--- src/rtl/rmf_pkg.sv ---
package rmf_pkg;
  localparam int unsigned MAX_REGS = 64;

  // one-hot decode of a register number
  function automatic logic [MAX_REGS-1:0] reg_bit(input int unsigned idx);
    return {{(MAX_REGS-1){1'b0}}, 1'b1} << idx;
  endfunction

  // index of the lowest set bit, 0 when none is set
  function automatic int unsigned lowest_set(input logic [MAX_REGS-1:0] v);
    int unsigned pick;
    pick = 0;
    for (int i = MAX_REGS - 1; i >= 0; i--) begin
      if (v[i]) pick = i;
    end
    return pick;
  endfunction

  // successor stage in the ring
  function automatic int unsigned ring_next(input int unsigned s, input int unsigned n);
    return (s + 1) % n;
  endfunction
endpackage

--- src/rtl/rmf_pick.sv ---
module rmf_pick #(
  parameter int unsigned W  = 32,
  localparam int unsigned IW = $clog2(W)
) (
  input  logic [W-1:0]  req,
  output logic          any,
  output logic [IW-1:0] idx,
  output logic [W-1:0]  grant
);
  import rmf_pkg::*;

  logic [MAX_REGS-1:0] wide;

  always_comb begin
    wide  = '0;
    wide[W-1:0] = req;
    any   = |req;
    idx   = IW'(lowest_set(wide));
    grant = any ? W'(reg_bit(int'(idx))) : '0;
  end
endmodule

--- src/rtl/rmf_slot.sv ---
module rmf_slot #(
  parameter int unsigned R  = 32,
  localparam int unsigned RW = $clog2(R)
) (
  input  logic          clk,
  input  logic          rst_n,
  input  logic          load,
  input  logic [R-1:0]  use_in,
  input  logic [R-1:0]  create_in,
  input  logic          wb_hit,
  input  logic [RW-1:0] wb_reg,
  input  logic          in_vld,
  input  logic [RW-1:0] in_reg,
  input  logic          pass_ok,
  output logic          out_vld,
  output logic [RW-1:0] out_reg,
  output logic [R-1:0]  ready
);
  import rmf_pkg::*;

  logic [R-1:0] create_q;
  logic [R-1:0] pend_q;
  logic [R-1:0] wb_bit;
  logic [R-1:0] in_bit;
  logic [R-1:0] relay_bit;
  logic [R-1:0] grant;
  logic [R-1:0] grant_used;
  logic         pend_any;

  rmf_pick #(.W(R)) pick_i (
    .req   (pend_q),
    .any   (pend_any),
    .idx   (out_reg),
    .grant (grant)
  );

  always_comb begin
    wb_bit     = wb_hit ? (R'(reg_bit(int'(wb_reg))) & create_q) : '0;
    in_bit     = in_vld ? R'(reg_bit(int'(in_reg))) : '0;
    relay_bit  = in_bit & ~create_q;
    out_vld    = pend_any & pass_ok;
    grant_used = out_vld ? grant : '0;
  end

  always_ff @(posedge clk) begin
    if (!rst_n) begin
      ready    <= '1;
      create_q <= '0;
      pend_q   <= '0;
    end else if (load) begin
      ready    <= ~use_in | R'(1);
      create_q <= create_in;
      pend_q   <= '0;
    end else begin
      ready    <= ready | in_bit;
      pend_q   <= (pend_q & ~grant_used) | wb_bit | relay_bit;
    end
  end
endmodule

--- src/rtl/rmf_top.sv ---
module rmf_top #(
  parameter int unsigned NUM_STAGES = 4,
  parameter int unsigned NUM_REGS   = 32,
  localparam int unsigned SW = $clog2(NUM_STAGES),
  localparam int unsigned RW = $clog2(NUM_REGS)
) (
  input  logic                     clk,
  input  logic                     rst_n,
  input  logic                     load_vld,
  input  logic [SW-1:0]            load_stage,
  input  logic [NUM_REGS-1:0]      load_use,
  input  logic [NUM_REGS-1:0]      load_create,
  input  logic                     wb_vld,
  input  logic [SW-1:0]            wb_stage,
  input  logic [RW-1:0]            wb_reg,
  input  logic [SW-1:0]            head_idx,
  input  logic [SW-1:0]            rd_stage,
  input  logic [RW-1:0]            rd_reg,
  output logic                     rd_stall,
  output logic [NUM_STAGES-1:0]    fwd_vld,
  output logic [NUM_STAGES*RW-1:0] fwd_reg
);
  import rmf_pkg::*;

  logic [NUM_STAGES*NUM_REGS-1:0] rdy_flat;
  logic [NUM_STAGES-1:0]          load_hit;
  logic [NUM_STAGES-1:0]          wb_hit;
  logic [NUM_STAGES-1:0]          pass_ok;

  for (genvar s = 0; s < NUM_STAGES; s++) begin : g_stage
    localparam int unsigned PRV = (s + NUM_STAGES - 1) % NUM_STAGES;
    localparam int unsigned NXT = ring_next(s, NUM_STAGES);

    assign load_hit[s] = load_vld && (load_stage == SW'(s));
    assign wb_hit[s]   = wb_vld && (wb_stage == SW'(s));
    assign pass_ok[s]  = (head_idx != SW'(NXT));

    rmf_slot #(.R(NUM_REGS)) slot_i (
      .clk       (clk),
      .rst_n     (rst_n),
      .load      (load_hit[s]),
      .use_in    (load_use),
      .create_in (load_create),
      .wb_hit    (wb_hit[s]),
      .wb_reg    (wb_reg),
      .in_vld    (fwd_vld[PRV]),
      .in_reg    (fwd_reg[PRV*RW +: RW]),
      .pass_ok   (pass_ok[s]),
      .out_vld   (fwd_vld[s]),
      .out_reg   (fwd_reg[s*RW +: RW]),
      .ready     (rdy_flat[s*NUM_REGS +: NUM_REGS])
    );
  end

  always_comb begin
    rd_stall = (rd_reg != '0) && !rdy_flat[int'(rd_stage)*NUM_REGS + int'(rd_reg)];
  end
endmodule

--- config.mk ---
export PLATFORM = sky130hd
export DESIGN_NAME = rmf_top
export DESIGN_NICKNAME = d
export VERILOG_FILES = /design/src/rtl/rmf_pkg.sv /design/src/rtl/rmf_pick.sv /design/src/rtl/rmf_slot.sv /design/src/rtl/rmf_top.sv
export SDC_FILE = /design/constraint.sdc
export NUM_CORES = 1
export LEC_CHECK = 0
export BUFFER_PORTS_ARGS = -buffer_cell sky130_fd_sc_hd__buf_4
export CORE_MARGIN = 5
export CORE_UTILIZATION = 40
export CTS_CLUSTER_SIZE = 14
export DETAILED_ROUTE_END_ITERATION = 8
export PLACE_DENSITY_LB_ADDON = 0.3
export SLEW_MARGIN = 40
export SYNTH_ARGS = -nofsm -noshare
export SYNTH_HDL_FRONTEND = slang
export SYNTH_HIERARCHICAL = 1
export SYNTH_SLANG_ARGS = --single-unit
export TNS_END_PERCENT = 5
--- constraint.sdc ---
create_clock -name clk -period 3 [get_ports clk]
set_input_delay 0.45 -clock clk [delete_from_list [all_inputs] [get_ports clk]]
set_output_delay 0.45 -clock clk [all_outputs]
set_load 0.03 [all_outputs]
## Word level (Yosys, flattened, before mapping)

Index checks and enable logic that the tools add are counted.

| operators by class | value |
|---|---|
| add/sub/neg operators | 1 |
| order comparisons | 1 |
| equality and inequality tests | 9 |
| shift-type cells | 5 |
| mux-type cells | 150 |
| bitwise operators | 38 |
| reduce and logical (&&, ||, !) cells | 22 |

Operators with widths:

| operator | count |
|---|---|
| 2-to-1 mux 32 bit | 20 |
| 2-to-1 mux 5 bit | 128 |
| bitwise AND 32 bit | 12 |
| bitwise OR 32 bit | 12 |
| inverter 32 bit | 9 |
| << shifter 1 x 5 -> 32 bit, first input constant | 5 |
| OR reduction 32 bit | 4 |
| logical AND 1 bit | 9 |
| adder 7 x 5 -> 8 bit | 1 |
| equality test 2 bit, second input constant | 4 |
| < comparator 8 bit, second input constant | 1 |
| OR reduction 2 bit | 4 |
| binary-select mux 1 bit (select 7 bit) | 1 |
| nonzero test 5 bit | 1 |
| bitwise AND 1 bit | 4 |
| equality test 2 x 1 -> 1 bit, second input constant | 2 |
| logical NOT 2 bit | 2 |
| != test 2 bit, second input constant | 2 |
| != test 2 x 1 -> 1 bit, second input constant | 1 |
| nonzero test 2 bit | 1 |
| logical NOT 1 bit | 1 |
| 2-to-1 mux 1 bit | 1 |
| inverter 1 bit | 1 |

| storage, ports and cells | value |
|---|---|
| register bits | 384 |
| bits of input ports | 86 |
| logic and storage cells | 242 |

## Logic depth before layout (Yosys ltp)

| logic depth | value |
|---|---|
| depth after elaboration | 39 |
| mapped depth | 11 |
| depth with buffers taken out | 9 |

## Modules after synthesis

The synthesis kept the hierarchy.

By module, submodules not included:

| module | times used | cells each | area an instance (um2) |
|---|---|---|---|
| rmf_slot | 4 | 482 | 4380.5 |
| rmf_pick | 4 | 116 | 854.6 |
| rmf_top | 1 | 107 | 1246.2 |

## Worst setup path before layout

No wires, ideal clock.

| timing | value |
|---|---|
| path type | input -> output |
| from | input rd_reg[1] |
| to | output rd_stall |
| arrival | 2469 ps |
| required time | 2550 ps |
| slack | 81 ps |
| stages on the path | 8 |
| buffers on the path | 2 |
| cells stage by stage | buf_6 buf_12 mux4_1 mux4_2 nand2b_1 nand4_1 nand3b_1 a21oi_1 |

| on the way | value |
|---|---|
| longest elaborated chain between the ends | 5 |
| elaborated cells between the ends (all ways) | 6 |
| classes of those cells | add/sub: 1; mux: 2; reduce/logical: 3 |

Ends and longest elaborated chain:

| element | RTL line | RTL |
|---|---|---|
| from (decl) | rmf_top.sv:18 | `input logic [RW-1:0] rd_reg,` |
| adder 7 x 5 -> 8 bit | rmf_top.sv:56 | `rd_stall = (rd_reg != '0) && !rdy_flat[int'(rd_stage)*NUM_REGS + int'(rd_reg)];` |
| binary-select mux 1 bit (select 7 bit) | rmf_top.sv:56 |  |
| 2-to-1 mux 1 bit (implied by the code) | rmf_top.sv:56 |  |
| logical NOT 1 bit | rmf_top.sv:56 |  |
| logical AND 1 bit * | rmf_top.sv:56 |  |
| to (decl) | rmf_top.sv:19 | `output logic rd_stall,` |

Mark *: on every way between the ends. The rest lies on a longest branch, timed or not. The select of a mux whose other input is x is not followed.

## Final worst setup path

| timing | value |
|---|---|
| from | register g_stage[2].slot_i.pend_q[28] |
| to | output fwd_reg[12] |

| on the way | value |
|---|---|
| longest elaborated chain between the ends | 29 |

Ends and longest elaborated chain:

| element | RTL line | RTL |
|---|---|---|
| from (decl) | rmf_slot.sv:22 | `logic [R-1:0] pend_q;` |
| from (signal assigned) | rmf_slot.sv:56 | `pend_q <= (pend_q & ~grant_used) \| wb_bit \| relay_bit;` |
| 2-to-1 mux 5 bit (29 in series) | rmf_pkg.sv:14 | `if (v[i]) pick = i;` |
| to (decl) | rmf_top.sv:21 | `output logic [NUM_STAGES*RW-1:0] fwd_reg` |

No other way between the ends.

==> results.tsv <==
stage	metric	value	unit
placement	pre-CTS setup slack	0.0343	ns
placement	Placed Instances	3308	
yosys	EDFF count, synth	0	
global_routing	GRT overflow	0	
sta	Fin Setup TNS	-0.0607	ns
finish	Nets	2708	
global_routing	antenna violations before repair	2	
worst_setup_path	crit path launch	g_stage[2].slot_i/pend_q[28]$_SDFF_PP0_	
sta	Tcrit/Tclk final	1.02	
clocking	hold buffer count at CTS	0	
finish	share of layout cells above drive strength 1	0.209	
sta	fin worst setup slack	-0.0500	ns
yosys	Netlist cell types	72	
clocking	Worst-Skew Late Latency	0.59	ns
yosys	most common flop cell mapped by yosys	dfxtp_1	
routing	Routed WL	86100	um
finish	utilization of the core after routing	0.476	
worst_setup_path	Crit Path Max Fanout	4	
global_routing	largest net degree at the start of global routing	95	
worst_setup_path	stages on the worst setup path	7	
die	Initial Utilization	0.403	
routing	DRC	0	
die	Rows	86	
die	die width	246	um
routing	Antenna Violating Nets Remaining	0	
global_routing	first-pass GRT wire length	128000	um
worst_setup_path	cell count of the worst reg-to-reg path	8	
worst_setup_path	Worst EP arrival	2.60	ns
clocking	Worst-path clk slew	0.06	ns
clocking	number of CTS-inserted buffers	45	
worst_setup_path	r2r startpoint	g_stage[2].slot_i/pend_q[28]$_SDFF_PP0_	
yosys	Post-Synth XOR/XNOR Area	0	
worst_setup_path	FF-to-FF End	g_stage[3].slot_i/pend_q[16]$_SDFF_PP0_	
yosys	Compound-Gate Fraction of Synth Area	0.174	
worst_setup_path	Slowest cell on crit path	or4_4	
yosys	Synth Register Bits	384	
run_status	failing checks	setup timing	
die	Core Region	0.0550	mm^2
sta	Final Hold Viols	0	
worst_setup_path	crit end category	output pin	
finish	commonest non-fill, non-tap cells in the layout	dfxtp_1, buf_4, nor2b_1, nand3_1, o21ai_0	
yosys	Synth Area in Adders	0	
finish	fin area	0.0262	mm^2
routing	Iter 0 DRT Violations	2561	
hold_path	HP Class	in2reg	
power	static leakage	8.62	nW
yosys	fraction of synthesized area in multiplexers	0.0961	
sta	fmax	328	MHz
global_routing	vias in the first global route	20200	
run_status	status	finished, violations left	
clocking	CTS root buffer	clkbuf_16	
yosys	Post-Syn Area	0.0222	mm^2
power	maximum vdd drop	0.339	mV
die	# IOs	111	
worst_setup_path	crit-path leading delay family	simple AND/OR/NAND/NOR gates	
die	Die Area	0.0603	mm^2
worst_setup_path	CP Capture Point	fwd_reg[12]	
worst_setup_path	startpoint types	flip-flop	
worst_setup_path	most used cell along the critical path	buf_4	
clocking	clock sinks	384	
clocking	Max clock buf depth	3	
routing	drt first pass iters	6	
yosys	Yosys warning total	6	
job	Max-Cap Viols	0	
clocking	CTS H-tree lvls	2	
sta	max-slew violations	0	
finish	post-route insts no fill	3404	
worst_setup_path	worst path cell trace	or4_4 > a31oi_2 > o21a_1 > o21ai_0 > and2_2 > buf_4 > buf_4	
sta	fin crit period	3.05	ns
worst_setup_path	Critical Path RT	2.55	ns
sta	# setup viols final	2	
clocking	TritonCTS clock tree	yes	
routing	DR vias	21300	
finish	Layout area overhead	17.9	%
yosys	Seq/Total Area, Yosys	0.346	
worst_setup_path	buffers and inverters on the worst path	2	
global_routing	GRT Util Overall	0.273	
placement	area of placed instances	0.0242	mm^2
sta	clk_skew	0.0297	ns
finish	most common cell after layout, fill and taps aside	dfxtp_1	
sta	worst-margin pin slew	0.867	ns
sta	slew margin rel.	0.422	
yosys	Synth Instances	2499	
routing	vias per cell	6.26	
yosys	simple-gate portion of the synthesized area	0.333	
worst_setup_path	CP Class	reg2out	
placement	hpwl dp	60100	um
placement	Final Wtd Congestion	0.923	
routing	Avg WL per Cell	25.3	um
worst_setup_path	max incr delay on CP	0.58	ns
yosys	Synth async-reset ratio	0	
sta	RSZ-0062 raised after global routing	true	
die	Die Span Y	246	um
placement	IO Port Bufs	109	
worst_setup_path	reg2reg setup slack	0.11	ns
yosys	Post-Syn Nets	2585	
yosys	Avg Inst Size Synth	8.88	um^2
power	Power per Cell Area	472	mW/mm^2
yosys	combinational family with the most area after synthesis	simple AND/OR/NAND/NOR gates	
worst register-to-register path, cell delays in order, from the launching register on:
cell and delay [ns]:
dfxtp_1 0.35, or4_4 0.58, a31oi_2 0.23, o21a_1 0.19
o21ai_0 0.08, and2_2 0.25, or4b_4 0.57, or3_1 0.36
a31oi_1 0.17
final cells by class:
cell class / count / area [um^2]
diodes: 1 / 2.50
clock buffers: 60 / 1280
fillers: 5261 / 28800
multi-input cells: 1889 / 13600
well taps: 748 / 936
clock inverters: 20 / 319
repair buffers: 278 / 2220
inverters: 24 / 125
flip-flops and latches: 384 / 7690
cell usage after synthesis, drive strengths merged, types with 8 or more instances:
master	instances	area, um^2
mux4	29	683
inv	20	85.1
and4bb	12	150
o31ai	8	80.1
nand2b	30	188
a21oi	96	480
nor4bb	8	80.1
o21a	8	60.1
nand2	81	304
or2	9	66.3
or3	116	726
o311ai	13	114
and2	140	876
nor4	24	345
a211oi	130	996
a31oi	56	350
mux2i	138	1380
nor2	89	364
nand4b	12	105
and4	8	70.1
o21ai	150	766
a32oi	76	666
clkbuf	144	591
and4b	24	240
nor3	141	931
nand4bb	8	90.1
nand4	54	338
o21bai	8	60.1
buf	58	405
nor4b	12	165
nand3	156	831
dfxtp	384	7690
nor3b	11	82.6
or4	12	120
nand3b	13	97.6
nor2b	172	1080
worst min path at each step:
stage,from,end,slack [ns],cells after the start
2_1_floorplan,g_stage[2].slot_i/ready[0]$_SDFF_PP1_,g_stage[2].slot_i/ready[0]$_SDFF_PP1_,0.42,2
3_3_place_gp,g_stage[3].slot_i/ready[0]$_SDFF_PP1_,g_stage[3].slot_i/ready[0]$_SDFF_PP1_,0.49,2
3_5_place_dp,g_stage[3].slot_i/ready[0]$_SDFF_PP1_,g_stage[3].slot_i/ready[0]$_SDFF_PP1_,0.48,2
4_1_cts,load_create[19],g_stage[2].slot_i/create_q[19]$_SDFFE_PN0P_,0.20,3
5_1_grt,load_use[31],g_stage[2].slot_i/ready[31]$_SDFF_PN1_,0.22,3
6_report,load_create[19],g_stage[0].slot_i/create_q[19]$_SDFFE_PN0P_,0.23,3
per-layer routing:
metal | up-vias | track usage | part of all wire
met5 | - | 0 | 0
met4 | 0 | 0.102 | 0.042
met3 | 209 | 0.0674 | 0.098
met2 | 1121 | 0.413 | 0.43
met1 | 10300 | 0.378 | 0.43
li1 | 9687 | - | -
repair_timing:
item,4_1_cts,5_1_grt
buffers inserted,6,9
gates cloned,0,0
gates resized for setup,46,25
endpoints found under the setup margin,19,22
pin swaps,16,21
power by group:
part / leakage [nW] / switching, mW / internal [mW]
clock network: 0.783 / 2.31 / 3.69
registers: 3.12 / 0.0862 / 5.22
logic: 4.72 / 0.660 / 0.371
total: 8.62 / 3.06 / 9.27
flip-flops by register name (all words and copies together) (netlist names):
name and flops:
g_stage.slot_i/pend_q 128, g_stage.slot_i/ready 128, g_stage.slot_i/create_q 128
kinds of logic after synthesis:
group	count (synthesis)
AOI/OAI and AO/OA	568
buffers and inverters	226
DFF	384
muxes	173
and+or+nand+nor	1148
metrics by stage:
step	hold slack (ns)	total power, mW
2_1_floorplan	0.415	5.93
3_3_place_gp	0.485	6.39
3_5_place_dp	0.479	6.40
4_1_cts	0.201	12.4
5_1_grt	0.220	12.7
6_report	0.230	12.3
Power figures use the tool's default switching activity.
